**src/rtl/par_chk_pkg.sv**
```systemverilog
package par_chk_pkg;
    typedef enum logic [0:0] {
        ST_QUIET = 1'b0,
        ST_FLAG  = 1'b1
    } chk_state_t;
endpackage

```
**src/rtl/par_lane_xor.sv**
```systemverilog
module par_lane_xor #(
    parameter int LANE_W = 8
) (
    input  logic [LANE_W-1:0] bits,
    input  logic              par,
    input  logic              sel_n,
    output logic              bad
);
    logic odd_ones;

    // Even parity: data plus parity must hold an even number of ones
    always_comb begin
        odd_ones = ^{bits, par};
        bad      = odd_ones & ~sel_n;
    end
endmodule

```
**src/rtl/par_chk_fsm.sv**
```systemverilog
module par_chk_fsm
    import par_chk_pkg::*;
#(
    parameter int LANES = 8
) (
    input  logic             clk,
    input  logic             rst,
    input  logic             sample,
    input  logic             act,
    input  logic [LANES-1:0] lane_bad,
    output logic             perr_n,
    output logic [LANES-1:0] lane_err
);
    chk_state_t state, state_nx;
    logic       hit;

    always_comb begin
        hit      = sample & act & (|lane_bad);
        state_nx = state;
        unique case (state)
            ST_QUIET: state_nx = hit ? ST_FLAG : ST_QUIET;
            ST_FLAG:  state_nx = hit ? ST_FLAG : ST_QUIET;
            default:  state_nx = ST_QUIET;
        endcase
    end

    // State register
    always_ff @(posedge clk) begin
        if (rst) state <= ST_QUIET;
        else     state <= state_nx;
    end

    // Outputs: registered lane vector, state-decoded error line
    always_ff @(posedge clk) begin
        if (rst)         lane_err <= '0;
        else if (sample) lane_err <= lane_bad;
    end

    always_comb perr_n = (state != ST_FLAG);

    assert_reset_clears_R8: assert property (@(posedge clk)
        rst |=> (perr_n && lane_err == '0));

    assert_hold_when_idle_R6: assert property (@(posedge clk) disable iff (rst)
        !sample |=> $stable(lane_err));

    assert_flag_needs_vector_R3: assert property (@(posedge clk) disable iff (rst)
        !perr_n |-> (lane_err != '0));

    assert_silent_when_disabled_R5: assert property (@(posedge clk) disable iff (rst)
        !act |=> perr_n);
endmodule

```
**src/rtl/par_chk_top.sv**
```systemverilog
module par_chk_top #(
    parameter int LANES  = 8,
    parameter int LANE_W = 8
) (
    input  logic                    clk,
    input  logic                    rst,
    input  logic [LANES*LANE_W-1:0] rd_data,
    input  logic [LANES-1:0]        rd_par,
    input  logic [LANES-1:0]        lane_en_n,
    input  logic                    chk_en_n,
    input  logic                    rdy_n,
    input  logic                    wr_nrd,
    output logic                    perr_n,
    output logic [LANES-1:0]        lane_err
);
    localparam int DATA_W = LANES * LANE_W;

    logic [LANES-1:0] lane_bad;
    logic             sample;
    logic             act;

    always_comb begin
        sample = ~rdy_n & ~wr_nrd;
        act    = ~chk_en_n;
    end

    for (genvar g = 0; g < LANES; g++) begin : g_lane
        par_lane_xor #(.LANE_W(LANE_W)) u_lane (
            .bits  (rd_data[g*LANE_W +: LANE_W]),
            .par   (rd_par[g]),
            .sel_n (lane_en_n[g]),
            .bad   (lane_bad[g])
        );
    end

    par_chk_fsm #(.LANES(LANES)) u_fsm (
        .clk      (clk),
        .rst      (rst),
        .sample   (sample),
        .act      (act),
        .lane_bad (lane_bad),
        .perr_n   (perr_n),
        .lane_err (lane_err)
    );

    assert_masked_lanes_R2: assert property (@(posedge clk) disable iff (rst)
        sample |=> ((lane_err & $past(lane_en_n)) == '0));

    assert_no_flag_on_write_R4: assert property (@(posedge clk) disable iff (rst)
        (wr_nrd && !rst) |=> (perr_n && $stable(lane_err)));

    assert_flag_cause_R3: assert property (@(posedge clk) disable iff (rst)
        (!sample || rdy_n) |=> perr_n);

    initial begin
        assert (DATA_W == LANES * LANE_W) else $error("width mismatch");
    end
endmodule

```
**config.mk**
```make
export PLATFORM = sky130hd
export DESIGN_NAME = par_chk_top
export DESIGN_NICKNAME = d
export VERILOG_FILES = /design/src/rtl/par_chk_pkg.sv /design/src/rtl/par_lane_xor.sv /design/src/rtl/par_chk_fsm.sv /design/src/rtl/par_chk_top.sv
export SDC_FILE = /design/constraint.sdc
export NUM_CORES = 1
export LEC_CHECK = 0
export BUFFER_PORTS_ARGS = -buffer_cell sky130_fd_sc_hd__buf_2
export CAP_MARGIN = 20
export CORE_ASPECT_RATIO = 2
export CORE_UTILIZATION = 34
export DETAILED_ROUTE_END_ITERATION = 10
export HOLD_SLACK_MARGIN = 0.05
export PLACE_DENSITY = 0.8
export REMOVE_ABC_BUFFERS = 1
export SLEW_MARGIN = 20
export SYNTH_ARGS = -nofsm -noshare
export SYNTH_HDL_FRONTEND = slang
export SYNTH_SLANG_ARGS = --single-unit
```
**constraint.sdc**
```tcl
create_clock -name clk -period 1.1 [get_ports clk]
set_input_delay 0.055 -clock clk [delete_from_list [all_inputs] [get_ports clk]]
set_output_delay 0.055 -clock clk [all_outputs]
set_load 0.02 [all_outputs]
```
==> impl_metrics.env, run 1 <==
export IMPL_gp_congestion=0.714
export IMPL_cts_root_buf="clkbuf_8"
export IMPL_grt_first_pass_wirelength_mm=4.48
export IMPL_fp_dieW_um=42.1
export IMPL_synthCells=106
export IMPL_grt_busiest_layer="met2"
export IMPL_fp_coreArea_um2=3010
export IMPL_grt_max_degree=18
export IMPL_core_rowCount=28
export IMPL_r2r_setup_slack_ns=0.47
export IMPL_cts_made_buffers=3
export IMPL_antenna_found_initial=0
export IMPL_r2r_start="u_fsm.lane_err[7]"
export IMPL_gr_total_overflow=0
export IMPL_grt_pass1_vias=1128
export IMPL_violations="negative setup slack"
export IMPL_wl_mm=3.08
export IMPL_yosysUniqueCellTypes=17
export IMPL_finalPower_uw=1760
export IMPL_reg2reg_depth=3
export IMPL_first_pass_iters=3
export IMPL_gr_usage_all_layers=0.165
export IMPL_use_met3=0.0304
export IMPL_fin_crit_sh=1.05
export IMPL_cts_hold_fix_buffers=0
export IMPL_post_cts_buffers=0
export IMPL_portBuffers=93
export IMPL_insertion_delay_ns=0.23
export IMPL_finalSetupViolations=7
export IMPL_crit_start="rd_data[38]"
export IMPL_place_worst_setup_slack_ns=-0.426
export IMPL_critPathSlowestCell="xnor3_1"
export IMPL_nNetsFinal=294
export IMPL_power_leakage_uw=0.00104
export IMPL_met2_usage=0.363
export IMPL_irDropWorstVdd_mv=0.679
export IMPL_clockBufferDepth=2
export IMPL_setup_tns_ns=-0.0882
export IMPL_fmax_mhz=865
export IMPL_critPathCapture="u_fsm.state"
export IMPL_crit_family="XOR/XNOR gates"
export IMPL_initial_core_util=0.362
export IMPL_fp_dieH_um=82.1
export IMPL_worstPathArrival_ns=1.28
export IMPL_rsz0062_at_grt="yes"
export IMPL_drtIter0Drc=6
export IMPL_critical_path_class="primary input to register"
export IMPL_cts_tree="yes"
export IMPL_clkTransAtPathRegs_ns=0.05
export IMPL_maxSlewHeadroom=0.818
export IMPL_fin_hold_ws_ns=0.0848
export IMPL_ios=94
export IMPL_crit_fanout=2
export IMPL_yosys_warnings=0
export IMPL_drv_cap=0
export IMPL_status="finished, violations left"
export IMPL_ys_seq_area_frac=0.165
export IMPL_viasPerCell=4.58
export IMPL_reg2reg_to="u_fsm.lane_err[7]"
export IMPL_hold_viol=0
export IMPL_tightest_slew_ns=0.273
export IMPL_skew_ns=0
export IMPL_powerDensity_nw_per_um2=913
export IMPL_hpwl_mm=2.42
export IMPL_synth_avg_cell_area_um2=10.3
export IMPL_synth_seq_cells=9
export IMPL_worstPathCellList="buf_6 -> xnor2_2 -> xnor3_1 -> mux2i_1 -> nand4_1 -> o21a_1"
export IMPL_start_kind="primary input"
export IMPL_critPathBufInv=1
export IMPL_wire_per_inst_um=12.9
export IMPL_end_kind="register"
export IMPL_period_minus_slack_ns=1.16
export IMPL_cp_depth=6
export IMPL_max_stage_delay_ns=0.43
export IMPL_die_area_um2=3450
export IMPL_drcViolationCount=0
export IMPL_areaGrowthSynthToFinish_pct=76.9
export IMPL_synthesis_area_um2=1090
export IMPL_drive_gt1_frac=0.606
export IMPL_postRouteAntennaNets=0
export IMPL_hold_path_class="primary input to register"
export IMPL_htreeDepth=1
export IMPL_num_antenna_cells=0
export IMPL_crit_required_ns=1.23
export IMPL_timing_final_ws_setup_ns=-0.0554
export IMPL_num_vias=1091
export IMPL_use_met1=0.144
export IMPL_finalMaxSlewViolations=0
export IMPL_hp_start="chk_en_n"
export IMPL_clkSinkCount=9
worst reg2reg max path, stage by stage (launching register included):
cell and delay (ns):
dfxtp_1 0.33, nand2_1 0.05, o21a_1 0.11, nor2_1 0.08
power by group:
group          switching [uW]  internal [uW]  leakage, uW
Sequential               9.01            347    0.0000731
Combinational             358            669     0.000940
Clock                     127            252    0.0000228
flip-flops by register name, summed over array words and instances (netlist names):
register / count
u_fsm.lane_err: 8
u_fsm.state: 1
cells in the mapped netlist:
cell	number	area share
xor2_1	8	0.064
or2_2	1	0.0057
nand4_1	2	0.011
nor3_1	1	0.0046
xnor2_1	16	0.13
nor2_1	16	0.055
mux2i_1	8	0.073
xnor3_1	8	0.17
dfxtp_1	9	0.17
clkbuf_1	2	0.0069
nor2b_1	7	0.040
xor3_1	8	0.17
inv_1	1	0.0034
nand2_1	8	0.028
and2b_4	1	0.0092
buf_1	1	0.0034
o21a_1	9	0.062
layout make-up:
cell class	instances	area (um^2)
Timing Repair Buffer	101	629
Tap cell	30	37.5
Sequential cell	9	180
Inverter	1	3.75
Multi-Input combinational cell	93	1030
Clock buffer	4	45.0
Fill cell	251	1080
metrics by stage:
step           instance area, um^2   util  instances
2_1_floorplan                 1080      -        103
3_3_place_gp                  1640  0.545        234
3_5_place_dp                  1640  0.545        234
4_1_cts                       1790  0.596        238
5_1_grt                       1930  0.641        238
6_report                      1930  0.641        238
worst min-delay path by stage:
stage / slack (ns) / cells past startpoint / end
floorplan: 0.13 / 1 / u_fsm.lane_err[4]
finish: 0.08 / 3 / u_fsm.state
CTS: 0.08 / 3 / u_fsm.state
detailed placement: 0.33 / 3 / u_fsm.state
global route: 0.08 / 3 / u_fsm.state
global placement: 0.32 / 3 / u_fsm.state
layer usage:
metal,up-vias,part of all wire
li1,552,-
met3,2,0.066
met2,49,0.61
met1,488,0.32
met4,0,0.0062
met5,-,0
cell families (layout without fill, tap and decap cells):
logic type,after synthesis,after routing,synth area share
simple gates,36,36,0.154
buf+inv,4,106,0.0138
flops,9,9,0.165
mux,8,8,0.0734
compound gates,9,9,0.0619
xor+xnor,40,40,0.532
timing repair:
action	4_1_cts	5_1_grt
endpoints found under the setup margin	7	9
pin swaps	15	16
resized for setup	16	23
cells in the final DEF (no fill, tap or decap), types with 8 or more instances in the layout:
cell type and instances:
buf_2 77, buf_4 8, buf_6 15, dfxtp_1 9, nand2_1 8, nor2_1 16
o21a_1 9, xnor2_2 10, xnor3_1 8, xor3_1 8
Power figures use the tool's default switching activity.
==> run 2: changes to the inputs <==
--- a/config.mk
+++ b/config.mk
@@ -8,10 +8,10 @@
 export BUFFER_PORTS_ARGS = -buffer_cell sky130_fd_sc_hd__buf_2
 export CAP_MARGIN = 20
 export CORE_ASPECT_RATIO = 2
-export CORE_UTILIZATION = 34
+export CORE_UTILIZATION = 38
 export DETAILED_ROUTE_END_ITERATION = 10
 export HOLD_SLACK_MARGIN = 0.05
-export PLACE_DENSITY = 0.8
+export PLACE_DENSITY = 0.84
 export REMOVE_ABC_BUFFERS = 1
 export SLEW_MARGIN = 20
 export SYNTH_ARGS = -nofsm -noshare
==> constraint.sdc (replaced) <==
create_clock -name clk -period 1.3 [get_ports clk]
set_input_delay 0.065 -clock clk [delete_from_list [all_inputs] [get_ports clk]]
set_output_delay 0.065 -clock clk [all_outputs]
set_load 0.02 [all_outputs]
==> run 2 against run 1 <==
The run now ends clean; final cell count fell by 0.42%; worst hold slack improved by 0.0093 ns; flip-flop and latch count did not move; total power fell by 23%; routed wire length fell by 16%; non-clock buffer count did not move; critical path type unchanged; critical endpoint unchanged; largest cell class unchanged; largest power group unchanged.
==> impl_metrics.env, run 2 (synthesized netlist as in run 1, its figures left out) <==
export IMPL_hold_path_class="primary input to register"
export IMPL_areaGrowthSynthToFinish_pct=54.9
export IMPL_insertion_delay_ns=0.23
export IMPL_drtIter0Drc=11
export IMPL_power_leakage_uw=0.000945
export IMPL_gr_usage_all_layers=0.169
export IMPL_hold_viol=0
export IMPL_nNetsFinal=294
export IMPL_clockBufferDepth=2
export IMPL_tightest_slew_ns=0.276
export IMPL_clkTransAtPathRegs_ns=0.04
export IMPL_worstPathCellList="buf_2 -> xor2_1 -> xnor3_1 -> mux2i_2 -> nand4_1 -> o21a_1"
export IMPL_drive_gt1_frac=0.514
export IMPL_skew_ns=0
export IMPL_viasPerCell=4.57
export IMPL_clkSinkCount=9
export IMPL_critPathSlowestCell="xnor3_1"
export IMPL_final_cell_mix="buf_2, nor2_1, xnor2_1, o21a_1, dfxtp_1"
export IMPL_maxSlewHeadroom=0.816
export IMPL_die_area_um2=3100
export IMPL_core_rowCount=27
export IMPL_first_pass_iters=2
export IMPL_wire_per_inst_um=10.9
export IMPL_reg_largest_list="u_fsm.lane_err x8, u_fsm.state x1"
export IMPL_fmax_mhz=830
export IMPL_drcViolationCount=0
export IMPL_fin_crit_sh=0.927
export IMPL_grt_first_pass_wirelength_mm=3.76
export IMPL_drv_cap=0
export IMPL_cts_made_buffers=3
export IMPL_largest_reg_flops=8
export IMPL_gr_total_overflow=0
export IMPL_start_kind="primary input"
export IMPL_antenna_found_initial=0
export IMPL_wl_mm=2.58
export IMPL_hpwl_mm=2.30
export IMPL_ios=94
export IMPL_fp_dieH_um=77.8
export IMPL_irDropWorstVdd_mv=0.834
export IMPL_crit_fanout=2
export IMPL_fp_coreArea_um2=2740
export IMPL_final_cells=237
export IMPL_critical_path_class="primary input to register"
export IMPL_grt_max_degree=18
export IMPL_finalMaxSlewViolations=0
export IMPL_htreeDepth=1
export IMPL_cts_tree="yes"
export IMPL_final_common_cell="buf_2"
export IMPL_r2r_setup_slack_ns=0.66
export IMPL_final_util=0.618
export IMPL_postRouteAntennaNets=0
export IMPL_regMostFlops="u_fsm.lane_err"
export IMPL_finalSetupViolations=0
export IMPL_rsz0062_at_grt="no"
export IMPL_num_vias=1083
export IMPL_worstPathArrival_ns=1.33
export IMPL_max_stage_delay_ns=0.46
export IMPL_status="finished, final reports clean"
export IMPL_grt_pass1_vias=1057
export IMPL_dpl_cell_count=233
export IMPL_initial_core_util=0.399
export IMPL_fp_dieW_um=39.9
export IMPL_end_kind="register"
export IMPL_period_minus_slack_ns=1.21
export IMPL_portBuffers=93
export IMPL_gp_congestion=0.713
export IMPL_powerDensity_nw_per_um2=805
export IMPL_crit_required_ns=1.42
export IMPL_num_antenna_cells=0
export IMPL_cts_root_buf="clkbuf_8"
-- run 2: cell counts in the layout (fill, tap and decap cells not counted) --
No cell type changed its count.
-- run 2: power breakdown --
group          total [uW]  switching [uW]  internal (uW)
logic                 742             259            484
clock network         318             105            213
registers             301            7.03            294
total                1360             370            991
-- run 2: layout make-up --
cell class / count / area (um^2)
Clock buffer: 4 / 45.0
Fill cell: 259 / 1050
Inverter: 1 / 3.75
Multi-Input combinational cell: 93 / 900
Sequential cell: 9 / 180
Tap cell: 29 / 36.3
Timing Repair Buffer: 101 / 526
-- run 2: path summary, 6_finish.rpt --
path / end / cells after the start / start
worst max register to register: u_fsm.lane_err[3] / 3 / u_fsm.lane_err[3]
worst min-delay path: u_fsm.state / 3 / chk_en_n
worst min register to register: u_fsm.lane_err[1] / 3 / u_fsm.lane_err[1]
worst max-delay path: u_fsm.state / 6 / rd_data[28]
-- run 2: critical path, delay by kind of cell --
| family | cells | cell delay [ns] |
|---|---|---|
| compound gates | 1 | 0.18 |
| mux | 1 | 0.23 |
| buf+inv | 1 | 0.10 |
| simple gates | 1 | 0.12 |
| xor+xnor | 2 | 0.63 |
-- run 2: repair_timing --
action                     in CTS  in global routing
gates resized for setup         0                  1
setup buffers                   0                  0
hold buffers                    0                  0
setup endpoints to repair       0                  1
-- run 2: per-layer routing --
metal | global-route usage | vias to the layer above | share of wire
li1 | - | 556 | -
met1 | 0.132 | 471 | 0.30
met2 | 0.355 | 52 | 0.61
met3 | 0.0143 | 4 | 0.075
met4 | 0.0517 | 0 | 0.010
met5 | 0 | - | 0
-- run 2: stage by stage --
step | setup TNS, ns | power (uW) | hold slack [ns] | worst slack [ns] | area (um^2)
global route | 0 | 1450 | 0.107 | 0.00342 | 1690
CTS | 0 | 1380 | 0.0897 | 0.0373 | 1690
floorplan | 0 | 761 | 0.137 | 0.121 | 1080
finish | 0 | 1360 | 0.0941 | 0.0947 | 1690
detailed placement | -0.613 | 1050 | 0.331 | -0.192 | 1640
global placement | -0.442 | 1030 | 0.333 | -0.160 | 1640
==> run 3: changes to the inputs <==
--- a/config.mk
+++ b/config.mk
@@ -13,7 +13,6 @@
 export HOLD_SLACK_MARGIN = 0.05
 export PLACE_DENSITY = 0.84
 export REMOVE_ABC_BUFFERS = 1
-export SLEW_MARGIN = 20
 export SYNTH_ARGS = -nofsm -noshare
 export SYNTH_HDL_FRONTEND = slang
 export SYNTH_SLANG_ARGS = --single-unit
==> constraint.sdc (replaced) <==
create_clock -name clk -period 1.3 [get_ports clk]
set_input_delay 0.195 -clock clk [delete_from_list [all_inputs] [get_ports clk]]
set_output_delay 0.195 -clock clk [all_outputs]
set_load 0.02 [all_outputs]
==> run 3 against run 2 <==
The run now ends with negative setup slack left; first-iteration DRC count grew to 2.5 times the previous value; non-clock buffer count unchanged; fmax is 8.3% lower; flip-flop and latch count unchanged; clock power barely moved; largest power group unchanged; routed wire length up 14%; global-route usage grew 1.8 points; largest cell class unchanged; count of clock-buffer cells in the layout stayed put; sequential power about the same; final cell count is the same; core utilization increased by 3.7 points; die area unchanged.
==> impl_metrics.env, run 3 (synthesized netlist as in run 1, its figures left out) <==
export IMPL_clkSinkCount=9
export IMPL_gr_usage_all_layers=0.186
export IMPL_maxSlewHeadroom=0.806
export IMPL_ios=94
export IMPL_gp_congestion=0.713
export IMPL_power_leakage_uw=0.000995
export IMPL_clkTransAtPathRegs_ns=0.04
export IMPL_finalMaxSlewViolations=0
export IMPL_grt_pass1_vias=1130
export IMPL_gr_total_overflow=0
export IMPL_status="finished, violations left"
export IMPL_reg_largest_list="u_fsm.lane_err x8, u_fsm.state x1"
export IMPL_skew_ns=0
export IMPL_grt_first_pass_wirelength_mm=4.13
export IMPL_largest_reg_flops=8
export IMPL_drv_cap=0
export IMPL_fin_hold_ws_ns=0.234
export IMPL_htreeDepth=1
export IMPL_violations="negative setup slack"
export IMPL_fin_crit_sh=1.01
export IMPL_drtIter0Drc=28
export IMPL_finalSetupViolations=1
export IMPL_period_minus_slack_ns=1.31
export IMPL_start_kind="primary input"
export IMPL_viasPerCell=4.70
export IMPL_post_cts_buffers=0
export IMPL_first_pass_iters=4
export IMPL_die_area_um2=3100
export IMPL_fmax_mhz=761
export IMPL_drive_gt1_frac=0.567
export IMPL_worstPathCellList="buf_6 -> xnor2_2 -> xnor3_1 -> mux2i_2 -> nand4_1 -> o21a_1"
export IMPL_rsz0062_at_grt="yes"
export IMPL_num_vias=1115
export IMPL_initial_core_util=0.399
export IMPL_antenna_found_initial=0
export IMPL_crit_fanout=2
export IMPL_critical_path_class="primary input to register"
export IMPL_cts_made_buffers=3
export IMPL_fp_coreArea_um2=2740
export IMPL_irDropWorstVdd_mv=0.773
export IMPL_cts_tree="yes"
export IMPL_final_common_cell="buf_2"
export IMPL_wl_mm=2.95
export IMPL_fillers=229
export IMPL_fp_dieH_um=77.8
export IMPL_grt_max_degree=18
export IMPL_end_kind="register"
export IMPL_final_util=0.655
export IMPL_core_rowCount=27
export IMPL_regMostFlops="u_fsm.lane_err"
export IMPL_nNetsFinal=294
export IMPL_areaGrowthSynthToFinish_pct=64.3
export IMPL_final_cell_mix="buf_2, nor2_1, o21a_1, dfxtp_1"
export IMPL_use_met1=0.156
export IMPL_hold_path_class="primary input to register"
export IMPL_portBuffers=93
export IMPL_drcViolationCount=0
export IMPL_powerDensity_nw_per_um2=796
export IMPL_cts_hold_fix_buffers=0
export IMPL_cts_root_buf="clkbuf_8"
export IMPL_grt_busiest_layer="met2"
export IMPL_met2_usage=0.356
export IMPL_clockBufferDepth=2
export IMPL_critPathSlowestCell="xnor3_1"
export IMPL_timing_final_ws_setup_ns=-0.0144
export IMPL_max_stage_delay_ns=0.44
export IMPL_tightest_slew_ns=0.291
export IMPL_wire_per_inst_um=12.4
export IMPL_worstPathArrival_ns=1.44
export IMPL_fp_dieW_um=39.9
export IMPL_crit_required_ns=1.42
export IMPL_postRouteAntennaNets=0
export IMPL_hpwl_mm=2.43
export IMPL_critPathBufInv=1
export IMPL_crit_family="XOR/XNOR gates"
export IMPL_hold_viol=0
export IMPL_use_met3=0.0200
export IMPL_insertion_delay_ns=0.23
export IMPL_num_antenna_cells=0
-- run 3: metal layers --
layer / up-vias / share of wire
met5: - / 0
met4: 0 / 0.035
met3: 12 / 0.066
met2: 60 / 0.60
met1: 485 / 0.30
li1: 558 / -
-- run 3: where the power goes --
group          total, uW  internal, uW  switching [uW]
Combinational        806           522             284
Sequential           301           294            7.14
Clock                320           213             107
Total               1430          1030             398
-- run 3: stage by stage --
step	power, uW	instance area [um^2]	setup TNS, ns	cells	worst slack (ns)
after floorplan	761	1080	-0.00923	103	-0.00923
after global placement	1030	1640	-1.61	233	-0.291
after detailed placement	1050	1640	-1.76	233	-0.310
after CTS	1390	1710	-0.00833	237	-0.00833
after global routing	1520	1790	-0.118	237	-0.0642
final	1430	1790	-0.0144	237	-0.0144
-- run 3: repair_timing --
action	4_1_cts	5_1_grt
setup endpoints to repair	1	6
gates cloned	0	0
hold endpoints to repair	0	0
resized for setup	4	13
pin swaps	4	9
-- run 3: final cells by class --
class,instances,area [um^2],area share
clock buffer,4,45.0,0.0251
timing repair buffer,101,557,0.311
inverter,1,3.75,0.00209
sequential,9,180,0.100
multi-input combinational,93,971,0.542
tap,29,36.3,0.0202
-- run 3: worst reg2reg max path: stages (launching register included) --
cell and delay [ns]:
dfxtp_1 0.30, nand2_1 0.05, o21a_1 0.12, nor2_1 0.04
-- run 3: worst paths after layout --
path	startpoint	endpoint	slack, ns	depth (start not counted)
setup reg to reg	u_fsm.lane_err[0]	u_fsm.lane_err[0]	0.68	3
setup / recovery	rd_data[27]	u_fsm.state	-0.01	6
hold / removal	chk_en_n	u_fsm.state	0.23	3
hold reg to reg	u_fsm.lane_err[1]	u_fsm.lane_err[1]	0.53	3
